--- src/rtl/pk_bridge_pkg.sv ---
package pk_bridge_pkg;

  typedef enum logic [1:0] {
    OP_NONE = 2'd0,
    OP_TX   = 2'd1,
    OP_RX   = 2'd2
  } op_kind_e;

  // Byte lane visited at step idx of a transfer across lanes byte lanes.
  function automatic int unsigned lane_of(input int unsigned idx,
                                          input int unsigned lanes,
                                          input logic msb_first);
    return msb_first ? (lanes - 1 - idx) : idx;
  endfunction

  // Bytes actually moved given the request count and room in the queue.
  function automatic int unsigned moved_bytes(input int unsigned want,
                                              input int unsigned room);
    return (want < room) ? want : room;
  endfunction

endpackage

--- src/rtl/pk_addr_decode.sv ---
module pk_addr_decode
  import pk_bridge_pkg::*;
#(
  parameter int ADDR_W     = 8,
  parameter int LANES      = 4,
  parameter int CNT_W      = 3,
  parameter int DEF_BYTES  = 1,
  parameter int TX_OFS     = 'h1C,
  parameter int RX_OFS     = 'h20,
  parameter int ALIAS_BASE = 'h80
) (
  input  logic              write_i,
  input  logic [ADDR_W-1:0] addr_i,
  output op_kind_e          kind_o,
  output logic [CNT_W-1:0]  count_o
);

  localparam int NUM_ALIAS = LANES - 1;

  logic [NUM_ALIAS-1:0] alias_hit;
  logic                 main_tx_hit;
  logic                 rx_hit;

  assign main_tx_hit = write_i && (addr_i == ADDR_W'(TX_OFS));
  assign rx_hit      = !write_i && (addr_i == ADDR_W'(RX_OFS));

  // Alias k moves exactly k+1 bytes.
  for (genvar k = 0; k < NUM_ALIAS; k++) begin : g_alias
    assign alias_hit[k] = write_i && (addr_i == ADDR_W'(ALIAS_BASE + 4 * k));
  end

  always_comb begin
    kind_o  = OP_NONE;
    count_o = '0;
    if (main_tx_hit) begin
      kind_o  = OP_TX;
      count_o = CNT_W'(DEF_BYTES);
    end else if (rx_hit) begin
      kind_o  = OP_RX;
      count_o = CNT_W'(DEF_BYTES);
    end else begin
      for (int k = 0; k < NUM_ALIAS; k++) begin
        if (alias_hit[k]) begin
          kind_o  = OP_TX;
          count_o = CNT_W'(k + 1);
        end
      end
    end
  end

endmodule

--- src/rtl/pk_tx_slicer.sv ---
module pk_tx_slicer
  import pk_bridge_pkg::*;
#(
  parameter int DATA_W = 32,
  parameter int CNT_W  = 3
) (
  input  logic              clk,
  input  logic              rst_n,
  input  logic              start_i,
  input  logic [CNT_W-1:0]  count_i,
  input  logic [DATA_W-1:0] word_i,
  input  logic              msb_i,
  input  logic              tx_full_i,
  output logic              busy_o,
  output logic              finish_o,
  output logic              tx_push_o,
  output logic [7:0]        tx_byte_o
);

  localparam int LANES = DATA_W / 8;
  localparam int IDX_W = (LANES > 1) ? $clog2(LANES) : 1;

  logic              active_q;
  logic [DATA_W-1:0] word_q;
  logic              msb_q;
  logic [CNT_W-1:0]  left_q;
  logic [IDX_W-1:0]  idx_q;
  logic [IDX_W-1:0]  lane;
  logic [7:0]        lane_bytes [LANES];
  logic              last_step;

  for (genvar g = 0; g < LANES; g++) begin : g_lane
    assign lane_bytes[g] = word_q[8*g +: 8];
  end

  assign lane      = IDX_W'(lane_of(int'(idx_q), LANES, msb_q));
  assign tx_byte_o = lane_bytes[lane];
  assign tx_push_o = active_q && !tx_full_i;
  assign last_step = (left_q == CNT_W'(1));
  assign finish_o  = active_q && (tx_full_i || last_step);
  assign busy_o    = active_q;

  always_ff @(posedge clk or negedge rst_n) begin
    if (!rst_n) begin
      active_q <= 1'b0;
      word_q   <= '0;
      msb_q    <= 1'b0;
      left_q   <= '0;
      idx_q    <= '0;
    end else if (start_i) begin
      active_q <= (count_i != '0);
      word_q   <= word_i;
      msb_q    <= msb_i;
      left_q   <= count_i;
      idx_q    <= '0;
    end else if (active_q) begin
      if (finish_o) begin
        active_q <= 1'b0;
      end else if (tx_push_o) begin
        left_q <= left_q - CNT_W'(1);
        idx_q  <= idx_q + IDX_W'(1);
      end
    end
  end


  full_ends_tx_chk: assert property (@(posedge clk) disable iff (!rst_n)
    $past(active_q) && $past(tx_full_i) |-> !active_q);


  word_held_tx_chk: assert property (@(posedge clk) disable iff (!rst_n)
    active_q && !start_i |=> $stable(word_q));

endmodule

--- src/rtl/pk_rx_gather.sv ---
module pk_rx_gather
  import pk_bridge_pkg::*;
#(
  parameter int DATA_W = 32,
  parameter int CNT_W  = 3
) (
  input  logic              clk,
  input  logic              rst_n,
  input  logic              clr_i,
  input  logic              start_i,
  input  logic [CNT_W-1:0]  count_i,
  input  logic              msb_i,
  input  logic              rx_empty_i,
  input  logic [7:0]        rx_byte_i,
  output logic              busy_o,
  output logic              finish_o,
  output logic              rx_pop_o,
  output logic [DATA_W-1:0] word_o
);

  localparam int LANES = DATA_W / 8;
  localparam int IDX_W = (LANES > 1) ? $clog2(LANES) : 1;

  logic              active_q;
  logic              msb_q;
  logic [CNT_W-1:0]  left_q;
  logic [IDX_W-1:0]  idx_q;
  logic [IDX_W-1:0]  lane;
  logic [DATA_W-1:0] word_q;

  assign lane     = IDX_W'(lane_of(int'(idx_q), LANES, msb_q));
  assign rx_pop_o = active_q && !rx_empty_i;
  assign finish_o = active_q && (rx_empty_i || (left_q == CNT_W'(1)));
  assign busy_o   = active_q;
  assign word_o   = word_q;

  always_ff @(posedge clk or negedge rst_n) begin
    if (!rst_n) begin
      active_q <= 1'b0;
      msb_q    <= 1'b0;
      left_q   <= '0;
      idx_q    <= '0;
    end else if (start_i) begin
      active_q <= (count_i != '0);
      msb_q    <= msb_i;
      left_q   <= count_i;
      idx_q    <= '0;
    end else if (active_q) begin
      if (finish_o) begin
        active_q <= 1'b0;
      end else if (rx_pop_o) begin
        left_q <= left_q - CNT_W'(1);
        idx_q  <= idx_q + IDX_W'(1);
      end
    end
  end

  // Each lane of the result is its own register slice.
  for (genvar g = 0; g < LANES; g++) begin : g_lane
    always_ff @(posedge clk or negedge rst_n) begin
      if (!rst_n) begin
        word_q[8*g +: 8] <= '0;
      end else if (clr_i) begin
        word_q[8*g +: 8] <= '0;
      end else if (rx_pop_o && (lane == IDX_W'(g))) begin
        word_q[8*g +: 8] <= rx_byte_i;
      end
    end
  end


  rx_clear_on_accept_chk: assert property (@(posedge clk) disable iff (!rst_n)
    clr_i |=> (word_q == '0));


  empty_ends_rx_chk: assert property (@(posedge clk) disable iff (!rst_n)
    $past(active_q) && $past(rx_empty_i) |-> !active_q);


  rx_word_still_chk: assert property (@(posedge clk) disable iff (!rst_n)
    !active_q && !clr_i |=> $stable(word_q));

endmodule

--- src/rtl/pk_word_byte_bridge.sv ---
module pk_word_byte_bridge
  import pk_bridge_pkg::*;
#(
  parameter int DATA_W     = 32,
  parameter int ADDR_W     = 8,
  parameter int DEF_BYTES  = 1,
  parameter int ENDIAN_BIT = 26,
  parameter int TX_OFS     = 'h1C,
  parameter int RX_OFS     = 'h20,
  parameter int ALIAS_BASE = 'h80
) (
  input  logic              clk,
  input  logic              rst_n,
  input  logic              req_valid,
  input  logic              req_write,
  input  logic [ADDR_W-1:0] req_addr,
  input  logic [DATA_W-1:0] req_wdata,
  input  logic [31:0]       cfg_word,
  output logic              busy,
  output logic              done,
  output logic [DATA_W-1:0] rdata,
  output logic              tx_push,
  output logic [7:0]        tx_byte,
  input  logic              tx_full,
  output logic              rx_pop,
  input  logic [7:0]        rx_byte,
  input  logic              rx_empty
);

  localparam int LANES = DATA_W / 8;
  localparam int CNT_W = $clog2(LANES + 1);

  op_kind_e          kind;
  logic [CNT_W-1:0]  count;
  logic              accept;
  logic              tx_start;
  logic              rx_start;
  logic              null_start;
  logic              tx_busy;
  logic              rx_busy;
  logic              tx_finish;
  logic              rx_finish;
  logic              msb_first;
  logic              done_q;
  logic [31:0]       unused_cfg;

  assign unused_cfg = cfg_word;
  assign msb_first  = cfg_word[ENDIAN_BIT];

  pk_addr_decode #(
    .ADDR_W(ADDR_W), .LANES(LANES), .CNT_W(CNT_W), .DEF_BYTES(DEF_BYTES),
    .TX_OFS(TX_OFS), .RX_OFS(RX_OFS), .ALIAS_BASE(ALIAS_BASE)
  ) u_decode (
    .write_i (req_write),
    .addr_i  (req_addr),
    .kind_o  (kind),
    .count_o (count)
  );

  assign busy       = tx_busy || rx_busy;
  assign accept     = req_valid && !busy;
  assign tx_start   = accept && (kind == OP_TX);
  assign rx_start   = accept && (kind == OP_RX);
  assign null_start = accept && (kind == OP_NONE);

  pk_tx_slicer #(.DATA_W(DATA_W), .CNT_W(CNT_W)) u_tx (
    .clk       (clk),
    .rst_n     (rst_n),
    .start_i   (tx_start),
    .count_i   (count),
    .word_i    (req_wdata),
    .msb_i     (msb_first),
    .tx_full_i (tx_full),
    .busy_o    (tx_busy),
    .finish_o  (tx_finish),
    .tx_push_o (tx_push),
    .tx_byte_o (tx_byte)
  );

  pk_rx_gather #(.DATA_W(DATA_W), .CNT_W(CNT_W)) u_rx (
    .clk        (clk),
    .rst_n      (rst_n),
    .clr_i      (accept),
    .start_i    (rx_start),
    .count_i    (count),
    .msb_i      (msb_first),
    .rx_empty_i (rx_empty),
    .rx_byte_i  (rx_byte),
    .busy_o     (rx_busy),
    .finish_o   (rx_finish),
    .rx_pop_o   (rx_pop),
    .word_o     (rdata)
  );

  always_ff @(posedge clk or negedge rst_n) begin
    if (!rst_n) begin
      done_q <= 1'b0;
    end else begin
      done_q <= null_start || tx_finish || rx_finish;
    end
  end

  assign done = done_q;


  busy_after_take_chk: assert property (@(posedge clk) disable iff (!rst_n)
    accept && (kind != OP_NONE) |=> busy);


  busy_drop_done_chk: assert property (@(posedge clk) disable iff (!rst_n)
    $fell(busy) |-> done);


  done_not_busy_chk: assert property (@(posedge clk) disable iff (!rst_n)
    done |-> !busy);


  null_access_chk: assert property (@(posedge clk) disable iff (!rst_n)
    null_start |=> done && !busy && (rdata == '0));


  single_engine_chk: assert property (@(posedge clk) disable iff (!rst_n)
    !(tx_push && rx_pop));

endmodule

--- config.mk ---
export PLATFORM = sky130hd
export DESIGN_NAME = pk_word_byte_bridge
export DESIGN_NICKNAME = d
export VERILOG_FILES = /design/src/rtl/pk_bridge_pkg.sv /design/src/rtl/pk_addr_decode.sv /design/src/rtl/pk_tx_slicer.sv /design/src/rtl/pk_rx_gather.sv /design/src/rtl/pk_word_byte_bridge.sv
export SDC_FILE = /design/constraint.sdc
export NUM_CORES = 1
export LEC_CHECK = 0
export CAP_MARGIN = 20
export CORE_ASPECT_RATIO = 0.5
export CORE_MARGIN = 2
export CORE_UTILIZATION = 42
export CTS_BUF_LIST = sky130_fd_sc_hd__clkbuf_2 sky130_fd_sc_hd__clkbuf_4 sky130_fd_sc_hd__clkbuf_8
export DETAILED_ROUTE_END_ITERATION = 8
export PLACE_DENSITY_LB_ADDON = 0.08
export SETUP_SLACK_MARGIN = 0.3
export SLEW_MARGIN = 15
export SYNTH_ARGS = -nofsm -noshare
export SYNTH_HDL_FRONTEND = slang
export SYNTH_SLANG_ARGS = --single-unit
--- constraint.sdc ---
create_clock -name clk -period 2.25 [get_ports clk]
set_clock_uncertainty 0.1 [all_clocks]
set_input_delay 0.3375 -clock clk [delete_from_list [all_inputs] [get_ports clk]]
set_output_delay 0.3375 -clock clk [all_outputs]
set_load 0.1 [all_outputs]
## Yosys cells after proc, flatten, opt, wreduce, memory -nomap -nowiden

Index checks and enable logic that the tools add are counted.
W data, S select, Z words.

| operators by class | value |
|---|---|
| add/subtract/negate cells | 6 |
| order comparisons | 1 |
| eq/ne operators | 14 |
| muxes and demuxes | 45 |
| bitwise logic cells | 1 |
| reduce and logical (&&, ||, !) cells | 39 |

Operator list:

| operator | number |
|---|---|
| $mux W8 | 10 |
| $mux W3 | 10 |
| $mux W2 | 14 |
| $eq A8 B8 Y1 const B | 3 |
| $logic_and A1 B1 Y1 | 17 |
| $bmux W8 S2 | 1 |
| $reduce_bool A2 Y1 | 8 |
| $mux W1 | 10 |
| $eq A8 B5 Y1 const B | 1 |
| $eq A8 B6 Y1 const B | 1 |
| $eq A2 B2 Y1 const B | 3 |
| $eq A3 B1 Y1 const B | 2 |
| $reduce_and A3 Y1 | 2 |
| $sub A3 B1 Y3 const B | 2 |
| $logic_or A1 B1 Y1 | 5 |
| $add A2 B1 Y2 const B | 2 |
| $eq A2 B1 Y1 const B | 2 |
| $logic_not A1 Y1 | 4 |
| $logic_not A2 Y1 | 2 |
| $ne A2 B2 Y1 const B | 2 |
| $sub A2 B2 Y2 const A | 2 |
| $ge A3 B3 Y1 const B | 1 |
| $not A2 Y3 | 1 |
| $reduce_bool A3 Y1 | 1 |

| storage, ports and cells | value |
|---|---|
| register bits | 79 |
| input port bits | 86 |
| output and inout port bits | 44 |

## Longest topological paths before layout

Gate-level depths: netlist of the first run.

| logic depth | value |
|---|---|
| depth in word-level cells | 11 |
| depth in mapped cells | 7 |
| gate-level depth less buffers | 6 |

## Modules after synthesis

From an unflattened synthesis of the first run, not the netlist that was laid out.

| second synthesis, totals | value |
|---|---|
| cells, all modules | 313 |
| area, all modules | 3950.0 sq um |

Modules (own cells, without submodules):

| module | times used | cells an instance | area an instance (sq um) | sequential area each (sq um) |
|---|---|---|---|---|
| pk_rx_gather | 1 | 169 | 1931.9 | 975.9 |
| pk_tx_slicer | 1 | 116 | 1800.5 | 975.9 |
| pk_addr_decode | 1 | 20 | 145.1 | 0.0 |
| pk_word_byte_bridge | 1 | 8 | 72.6 | 25.0 |

## Worst setup path before layout of the first run

No wires, ideal clock.

| path | value |
|---|---|
| path type | flip-flop to output port |
| from | reg u_tx.msb_q |
| to | out tx_byte[0] |
| data arrival time | 2.063 ns |
| data required time | 1.812 ns |
| setup slack | -0.250 ns |
| stages on the path, launching flop included | 3 |
| path buffers | 0 |
| path through | dfrtp_1 > xnor2_1 > mux4_2 |

| between the ends | value |
|---|---|
| longest elaborated chain between the ends | 5 |

RTL lines:

| what | RTL line | text |
|---|---|---|
| start, declared | pk_tx_slicer.sv:25 | `logic msb_q;` |
| start signal, assigned | pk_tx_slicer.sv:53 | `msb_q <= msb_i;` |
| $mux W2 | pk_bridge_pkg.sv:13 | `return msb_first ? (lanes - 1 - idx) : idx;` |
| $not A2 Y3 (implied by the code) | pk_tx_slicer.sv:37 | `assign tx_byte_o = lane_bytes[lane];` |
| $bmux W8 S2 | pk_tx_slicer.sv:37 |  |
| $mux W8 (implied by the code) (2 in a row) | pk_tx_slicer.sv:37 |  |
| end, declared | pk_word_byte_bridge.sv:23 | `output logic [7:0] tx_byte,` |

Every way passes these cells. The select of a mux whose other input is x is not followed.

## Worst setup path in the final report of the first run

| path | value |
|---|---|
| from | reg u_tx.msb_q |
| to | out tx_byte[2] |

The elaborated chain is that of the path after synthesis.

==> metrics.cfg, run 1 <==
[synthesis]
yosysMostFrequentCell = dfrtp_1
synth_top_cell_by_area = dfrtp_1
synthFlopType = dfrtp_1
syn_inst = 281
syn-num-nets = 371
synth_commonest_cells = dfrtp_1 (79), nor2_1 (40), mux2i_1 (33)
syn-cell-area_um2 = 3630
synth_top_area_share = 0.545
ys_seq_area_frac = 0.545
netlist_top_cells_area = dfrtp_1 (55%), mux2_2 (9.3%), mux2i_1 (9.1%)
synth.distinct_cells = 43
ys_ff_latch = 79
synth-edff-count = 0
synthArstFlopShare = 1.00
ys.warnings.count = 0
syn_avg_cell_area_um2 = 12.9

[power_and_ir_drop]
ir_drop_uv = 369
p_leak_nw = 2.85
power_density_nw_per_um2 = 615
totalPowerFinal_mw = 3.35

[timing]
setup_ws_ps = -76.3
fmaxAchievable_mhz = 430
period_needed_ps = 2330
setup_viol = 10
fin_crit_sh = 1.03
rsz0062_at_grt = yes
worst_slew_pin_slew_ps = 658
slew_viol_final = 0
slew_headroom = 0.561
hold_viol = 0

[drt]
wirelength_um = 8910
drtAntennaViolNets = 0
first_pass_iters = 4
routedWlPerCell_um = 16.9
drc = 0
first_iter_violations = 67
via_per_inst = 5.02
vias = 2648

[floorplan]
io_pins = 130
start_util = 0.442
core_area_um2 = 8200
fp.dieH_um = 69.7
placementRows = 23
dieArea_um2 = 9440
dieWidth_um = 135

[clock_tree]
cts_tree = built
cts.clk_slew.worst_paths_ps = 80
clk_latency_ps = 350
clockBufferDepth = 2
clock-sinks = 79
root_buffer = clkbuf_8
numCtsBuffers = 9
h-tree-depth = 3

[cells_and_area]
regArea_um2 = 1980
nets = 500
drive_gt1_frac = 0.371
area_delta_synth_final_pct = 50.0
design_area_um2 = 5440
multi_input_area_um2 = 1700
antenna_cells = 0
fillers = 618

[placed_design]
dpl.hpwl_um = 5770
dpl-instance-area_um2 = 4900
port_buffers = 98
place_congestion = 0.792

[worst_setup_path]
worstPathMaxFanout = 8
crit_type = flip-flop to primary output
r2r_setup_slack_ps = -10
end_kind = primary output
worstReg2RegEnd = u_tx.word_q[2]$_DFFE_PN0P_
cp.required_ps = 1810
r2r-start = u_tx.busy_o$_DFF_PN0_
arrival_ps = 1890
r2r_cells = 6
critPathLaunch = u_tx.msb_q$_DFFE_PN0P_
crit_end = tx_byte[2]
start_kind = flip-flop

[global_routing]
grt_pass1_wl_um = 14800
grt.overflow.total = 0
grt_pass1_vias = 2877
grt_max_degree = 41
track_usage = 0.203
antenna_found_initial = 0

[run_status]
violations = setup timing
status = complete, but fails checks

[run]
cap_viol_max_count = 0

[worst_hold_path]
hold_class = input port to asynchronous set/reset pin

[report_power, final]
group / internal, mW / leakage [nW] / switching, mW
combinational: 0.383 / 1.68 / 0.365
clock: 0.530 / 0.0925 / 0.533
sequential: 1.49 / 1.08 / 0.0488
total: 2.40 / 2.85 / 0.947
[state kept, by name, summed over array words and instances, names as in the netlist]
signal       flops
u_tx.msb_q       1
u_tx.busy_o      1
u_rx.busy_o      1
u_rx.msb_q       1
done             1
u_tx.word_q     32
u_rx.idx_q       2
u_rx.word_o     32
u_tx.left_q      3
u_tx.idx_q       2
u_rx.left_q      3
[worst min path at each step]
stage | from | cells past startpoint | end | slack, ps
global route | u_tx.word_q[28]$_DFFE_PN0P_ | 1 | u_tx.word_q[28]$_DFFE_PN0P_ | 430
detailed placement | rst_n | 1 | u_tx.word_q[11]$_DFFE_PN0P_ | 250
floorplan | rst_n | 0 | done$_DFF_PN0_ | -60
finish | rst_n | 2 | u_tx.word_q[3]$_DFFE_PN0P_ | 410
global placement | rst_n | 1 | u_tx.word_q[11]$_DFFE_PN0P_ | 250
CTS | rst_n | 2 | u_tx.word_q[4]$_DFFE_PN0P_ | 390
[metrics by stage]
stage	TNS (ps)	hold WS (ps)	instances	util	worst slack (ps)
final	-429	407	527	0.663	-76.3
after detailed placement	-7580	255	498	0.597	-249
after floorplan	0	-58.1	281	-	166
after global placement	-6870	246	498	0.597	-218
after CTS	-659	394	526	0.659	-98.9
after global routing	-1250	427	527	0.663	-146
[placed cells by master (no fill, tap or decap), drive strengths merged, types with 2 or more instances in the layout]
cell            n
mux2i          33
dfrtp          79
ha              4
buf            75
or3b            2
a31o            2
mux4            8
o21ai           7
xor2            5
nand2b          3
inv             9
nand2           5
nand3           4
o21a            2
clkdlybuf4s50  52
nor2b           5
and3b           3
nor3b           4
xnor2           3
mux2           34
or2             2
clkinvlp        3
or3             2
nor3            3
clkbuf         10
nor2           40
[critical path, stage by stage (launching register included)]
cell and delay (ps):
dfrtp_2 440, xnor2_4 180, buf_12 160, mux4_2 560
buf_12 190
[logic make-up (layout without fill, tap and decap cells)]
| kind of cell | count (synthesis) | in the layout | synth area share |
|---|---|---|---|
| buf+inv | 19 | 153 | 0.0245 |
| simple gates | 77 | 77 | 0.106 |
| fa+ha+maj | 4 | 4 | 0.0138 |
| xor+xnor | 8 | 8 | 0.0193 |
| mux | 75 | 75 | 0.251 |
| compound gates | 19 | 19 | 0.0404 |
| flops | 79 | 79 | 0.545 |
[cell type report]
type | count | area share
Tap cell | 112 | 0.0258
Clock inverter | 6 | 0.0129
Multi-Input combinational cell | 183 | 0.312
Sequential cell | 79 | 0.364
Timing Repair Buffer | 129 | 0.256
Inverter | 8 | 0.00552
Clock buffer | 10 | 0.0241
[per-layer routing]
layer  vias up  wire length, um  track usage
met1      1327             3810        0.246
met2        66             4440        0.350
li1       1251                -            -
met5         -                0            0
met4         0               33       0.0382
met3         4              629       0.0760
[timing repair]
action,CTS,global route
hold endpoints to repair,39,0
gates resized for setup,36,6
pin swaps,3,0
hold buffers,1,0
gates cloned,4,0
setup buffers,7,1
endpoints found under the setup margin,44,48
No activity file was read; power rests on OpenSTA's default activity.
==> run 2: changes to the inputs <==
RECOVER_POWER = 100   (was not set)
SLEW_MARGIN = not set   (was 15)
==> run 2 against run 1 <==
Compared with the run above:
- the flow still finishes with violations (setup timing)
- clock power about the same
- final cell count unchanged
- via count unchanged
- largest power group unchanged
- highest routed layer unchanged
==> metrics.cfg, run 2 (synthesized netlist as in run 1, its figures left out) <==
[run_status]
status = complete, but fails checks
violations = setup timing

[global_routing]
grt_pass1_wl_um = 14800
track_usage = 0.203
grt_pass1_vias = 2877
grt.overflow.total = 0
grt_max_degree = 41
antenna_found_initial = 0

[cells_and_area]
antenna_cells = 0
area_delta_synth_final_pct = 44.2
regArea_um2 = 1980
nets = 500
utilization = 0.638
fillers = 656
multi_input_area_um2 = 1660
drive_gt1_frac = 0.347
final_common_cell = dfrtp_1
mostFrequentLayoutCells = dfrtp_1 (77), clkdlybuf4s50_1 (51), nor2_1 (39)

[floorplan]
dieArea_um2 = 9440
dieWidth_um = 135
placementRows = 23
io_pins = 130
start_util = 0.442
fp.dieH_um = 69.7
core_area_um2 = 8200

[worst_setup_path]
worstReg2RegEnd = u_tx.word_q[2]$_DFFE_PN0P_
crit_type = flip-flop to primary output
crit_chain = xnor2_4, buf_12, mux4_2, buf_12
cp.depth = 4
cp_num_buf_inv = 2
critPathLaunch = u_tx.msb_q$_DFFE_PN0P_
cp.required_ps = 1810
crit_end = tx_byte[2]
r2r_setup_slack_ps = 0
r2r_cells = 6
arrival_ps = 1890
crit_path_max_incr_delay_ps = 560
critPathTopFamily = multiplexers
end_kind = primary output
worstPathMaxFanout = 8
start_kind = flip-flop
crit_path_top_delay_cell = mux4_2
crit_top_cell = buf_12
r2r-start = u_tx.busy_o$_DFF_PN0_

[clock_tree]
clock-sinks = 79
numCtsBuffers = 9
cts.clk_slew.worst_paths_ps = 90
h-tree-depth = 3
cts_tree = built
clk_latency_ps = 350
clockBufferDepth = 2
root_buffer = clkbuf_8

[drt]
vias = 2648
first_pass_iters = 4
routedWlPerCell_um = 16.8
via_per_inst = 5.02
drc = 0
first_iter_violations = 76
drtAntennaViolNets = 0
wirelength_um = 8870

[timing]
slew_viol_final = 0
hold_viol = 0
setup_ws_ps = -77.0
fin_crit_sh = 1.03
setup_tns_ps = -423
rsz0062_at_grt = yes
fmaxAchievable_mhz = 430
setup_viol = 9
worst_slew_pin_slew_ps = 997
period_needed_ps = 2330
slew_headroom = 0.335

[power_and_ir_drop]
switching_share = 0.284
intPower_mw = 2.39
power_density_nw_per_um2 = 637
p_comb_frac = 0.220
totalPowerFinal_mw = 3.33
power.switching_mw = 0.947
seq_power_share = 0.461
p_leak_nw = 2.76
ir_drop_uv = 366
p_clk_frac = 0.320

[run]
cap_viol_max_count = 0

[placed_design]
dpl.hpwl_um = 5770
place_congestion = 0.792
port_buffers = 98

[worst_hold_path]
hold_class = flip-flop to flip-flop

-- run 2: cell types whose count changed in the layout (fill, tap and decap cells not counted), moves of 2 or more --
cell | previous run | this run
clkbuf_1 | 0 | 4
buf_4 | 53 | 17
mux2_1 | 0 | 2
clkbuf_2 | 0 | 36
buf_12 | 16 | 12
mux2_4 | 24 | 22
-- run 2: how the worst min path moves through the flow --
stage          slack [ps]                   startpoint  cells after the start                          end
2_1_floorplan         -60                        rst_n                      0               done$_DFF_PN0_
3_3_place_gp          250                        rst_n                      1  u_tx.word_q[11]$_DFFE_PN0P_
3_5_place_dp          250                        rst_n                      1  u_tx.word_q[11]$_DFFE_PN0P_
4_1_cts               390                        rst_n                      2   u_tx.word_q[4]$_DFFE_PN0P_
5_1_grt               430  u_tx.word_q[28]$_DFFE_PN0P_                      1  u_tx.word_q[28]$_DFFE_PN0P_
6_report              410  u_tx.word_q[17]$_DFFE_PN0P_                      1  u_tx.word_q[17]$_DFFE_PN0P_
-- run 2: power by group through the flow --
stage	combinational [mW]	clock, mW	sequential (mW)
floorplan	0.377	0	1.56
global placement	0.693	0	1.55
detailed placement	0.703	0	1.56
CTS	0.752	1.10	1.53
global route	0.779	1.16	1.55
finish	0.732	1.07	1.54
-- run 2: repair_timing --
item / 4_1_cts / 5_1_grt
gates cloned: 4 / 0
pin swaps: 3 / 0
hold endpoints to repair: 39 / 0
hold buffers: 1 / 0
setup endpoints to repair: 44 / 48
buffers inserted: 7 / 1
gates resized for setup: 36 / 6
-- run 2: routing by layer --
layer	part of all wire	wire, um	global-route usage	vias up
met5	0	0	0	-
met4	0.0037	33	0.0382	0
met3	0.066	584	0.0760	4
met2	0.50	4440	0.350	71
met1	0.43	3810	0.246	1327
li1	-	-	-	1246
-- run 2: per-stage QoR --
| stage | setup slack [ps] | hold slack (ps) | instances | cell area [um^2] |
|---|---|---|---|---|
| finish | -77.0 | 405 | 527 | 5230 |
| global route | -146 | 427 | 527 | 5230 |
| CTS | -98.9 | 394 | 526 | 5410 |
| detailed placement | -249 | 255 | 498 | 4900 |
| global placement | -218 | 246 | 498 | 4900 |
| floorplan | 166 | -58.1 | 281 | 3650 |
-- run 2: layout make-up --
cell class,instances,area share
inverter,8,0.00574
sequential,79,0.378
multi-input combinational,183,0.318
clock buffer,10,0.0251
tap,112,0.0268
clock inverter,6,0.0134
timing repair buffer,129,0.232
-- run 2: worst reg2reg max path, stage by stage (launching register included) --
cell     delay [ps]
dfrtp_1         420
or3b_1          390
a31o_1          220
or3_4           420
buf_12          170
buf_16          130
mux2_4          290
==> run 3: changes to the inputs <==
--- a/constraint.sdc
+++ b/constraint.sdc
@@ -4,2 +4,2 @@
 set_output_delay 0.3375 -clock clk [all_outputs]
-set_load 0.1 [all_outputs]
+set_load 0.02 [all_outputs]
==> run 3 against run 2 <==
Compared with the run above:
- the run still ends with setup timing left
- via count rose by 0.87%
- clock power rose by 21%
- count of clock-buffer cells in the layout rose by 1
- core utilization rose by 2.0 points
- die area did not move
- hold slack improved by 8.8 ps
- global-route usage rose by 0.47 points
- sequential share of layout area fell by 1.2 points
- sequential cell count did not move
- largest power group unchanged
- highest routed layer unchanged
==> metrics.cfg, run 3 (synthesized netlist as in run 1, its figures left out) <==
[run_status]
status = complete, but fails checks
violations = setup timing

[timing]
period_needed_ps = 2290
fin_hold_ws_ps = 414
setup_ws_ps = -35.6
worst_slew_pin_slew_ps = 1050
setup_tns_ps = -164
slew_viol_final = 0
slew_headroom = 0.298
hold_viol = 0
fmaxAchievable_mhz = 438
rsz0062_at_grt = yes
fin_crit_sh = 1.02
setup_viol = 10

[floorplan]
core_area_um2 = 8200
start_util = 0.442
dieWidth_um = 135
dieArea_um2 = 9440
placementRows = 23
io_pins = 130
fp.dieH_um = 69.7

[drt]
drc = 0
drtAntennaViolNets = 0
wirelength_um = 9220
vias = 2671
first_pass_iters = 4
via_per_inst = 5.07
first_iter_violations = 120
routedWlPerCell_um = 17.5

[global_routing]
track_usage = 0.207
grt.overflow.total = 0
grt_pass1_wl_um = 14900
grt_max_degree = 42
antenna_found_initial = 0
grt_pass1_vias = 2910

[worst_setup_path]
cp.required_ps = 1810
critPathTopFamily = multiplexers
crit_type = flip-flop to primary output
cp_num_buf_inv = 2
crit_chain = xnor2_4, buf_12, mux4_2, buf_6
end_kind = primary output
crit_path_top_delay_cell = mux4_2
arrival_ps = 1850
crit_path_max_incr_delay_ps = 530
worstPathMaxFanout = 8
start_kind = flip-flop

[clock_tree]
h-tree-depth = 3
cts.clk_slew.worst_paths_ps = 80
root_buffer = clkbuf_8
clock-sinks = 79
cts_tree = built
numCtsBuffers = 9
clk_latency_ps = 360
clockBufferDepth = 2

[cells_and_area]
utilization = 0.658
mostFrequentLayoutCells = dfrtp_1 (77), clkdlybuf4s50_1 (53), nor2_1 (39)
antenna_cells = 0
drive_gt1_frac = 0.270
area_delta_synth_final_pct = 48.9
layout.cells.non_filler = 527
final_common_cell = dfrtp_1
nets = 500

[placed_design]
port_buffers = 98
dp_cells = 498
place_congestion = 0.778
dpl.hpwl_um = 5910
dp_slack_ps = -218

[worst_hold_path]
hold_class = flip-flop to flip-flop

[power_and_ir_drop]
p_leak_nw = 2.87
power_density_nw_per_um2 = 622
ir_drop_uv = 344

[run]
cap_viol_max_count = 0

==> run 3: cell types whose count changed in the layout (fill, tap and decap cells not counted), sizes merged <==
cell / change
dlygate4sd3: +32
dlygate4sd2: +2
clkbuf: -32
inv: -1
buf: -3
bufinv: +2
clkdlybuf4s50: +2
clkinvlp: -2
==> run 3: final cells by class <==
| class | instances | area, um^2 |
|---|---|---|
| fill | 585 | 2800 |
| sequential | 79 | 1980 |
| multi-input combinational | 183 | 1670 |
| timing repair buffer | 129 | 1330 |
| tap | 112 | 140 |
| clock buffer | 11 | 139 |
| clock inverter | 5 | 106 |
| inverter | 8 | 30.0 |
==> run 3: metrics by stage <==
stage                     power, mW  area [um^2]
final                          3.36         5400
after global routing           3.51         5400
after CTS                      3.39         5430
after detailed placement       2.06         4890
after global placement         2.04         4890
after floorplan                1.78         3640
==> run 3: final timing paths <==
path                                                    end  cells past startpoint                  startpoint  slack, ps
worst max-delay path                             tx_byte[2]                      4      u_tx.msb_q$_DFFE_PN0P_        -40
worst min-delay path             u_tx.word_q[8]$_DFFE_PN0P_                      1  u_tx.word_q[8]$_DFFE_PN0P_        410
worst max register to register  u_tx.word_q[17]$_DFFE_PN0P_                      6       u_tx.busy_o$_DFF_PN0_          0
worst min register to register   u_tx.word_q[8]$_DFFE_PN0P_                      1  u_tx.word_q[8]$_DFFE_PN0P_        410
max in group asynchronous         u_tx.idx_q[0]$_DFFE_PN0P_                      3                       rst_n        230
min in group asynchronous        u_tx.left_q[2]$_DFFE_PN0P_                      2                       rst_n        600
==> run 3: power breakdown <==
group | internal [mW] | leakage, nW | switching [mW]
registers | 1.49 | 1.08 | 0.0487
logic | 0.328 | 1.67 | 0.210
clock network | 0.764 | 0.121 | 0.521
total | 2.58 | 2.87 | 0.780
==> run 3: timing repair <==
item,4_1_cts,5_1_grt
setup buffers,3,3
hold buffers,1,0
gates resized for setup,82,8
hold endpoints to repair,40,0
cloned,5,1
setup endpoints to repair,46,50
pin swaps,3,1
==> run 3: per-layer routing <==
| layer | GRT usage | wire [um] | vias to the layer above |
|---|---|---|---|
| met5 | 0 | 0 | - |
| met4 | 0.0683 | 84 | 0 |
| met3 | 0.0592 | 586 | 10 |
| met2 | 0.347 | 4550 | 89 |
| met1 | 0.261 | 4010 | 1325 |
| li1 | - | - | 1247 |
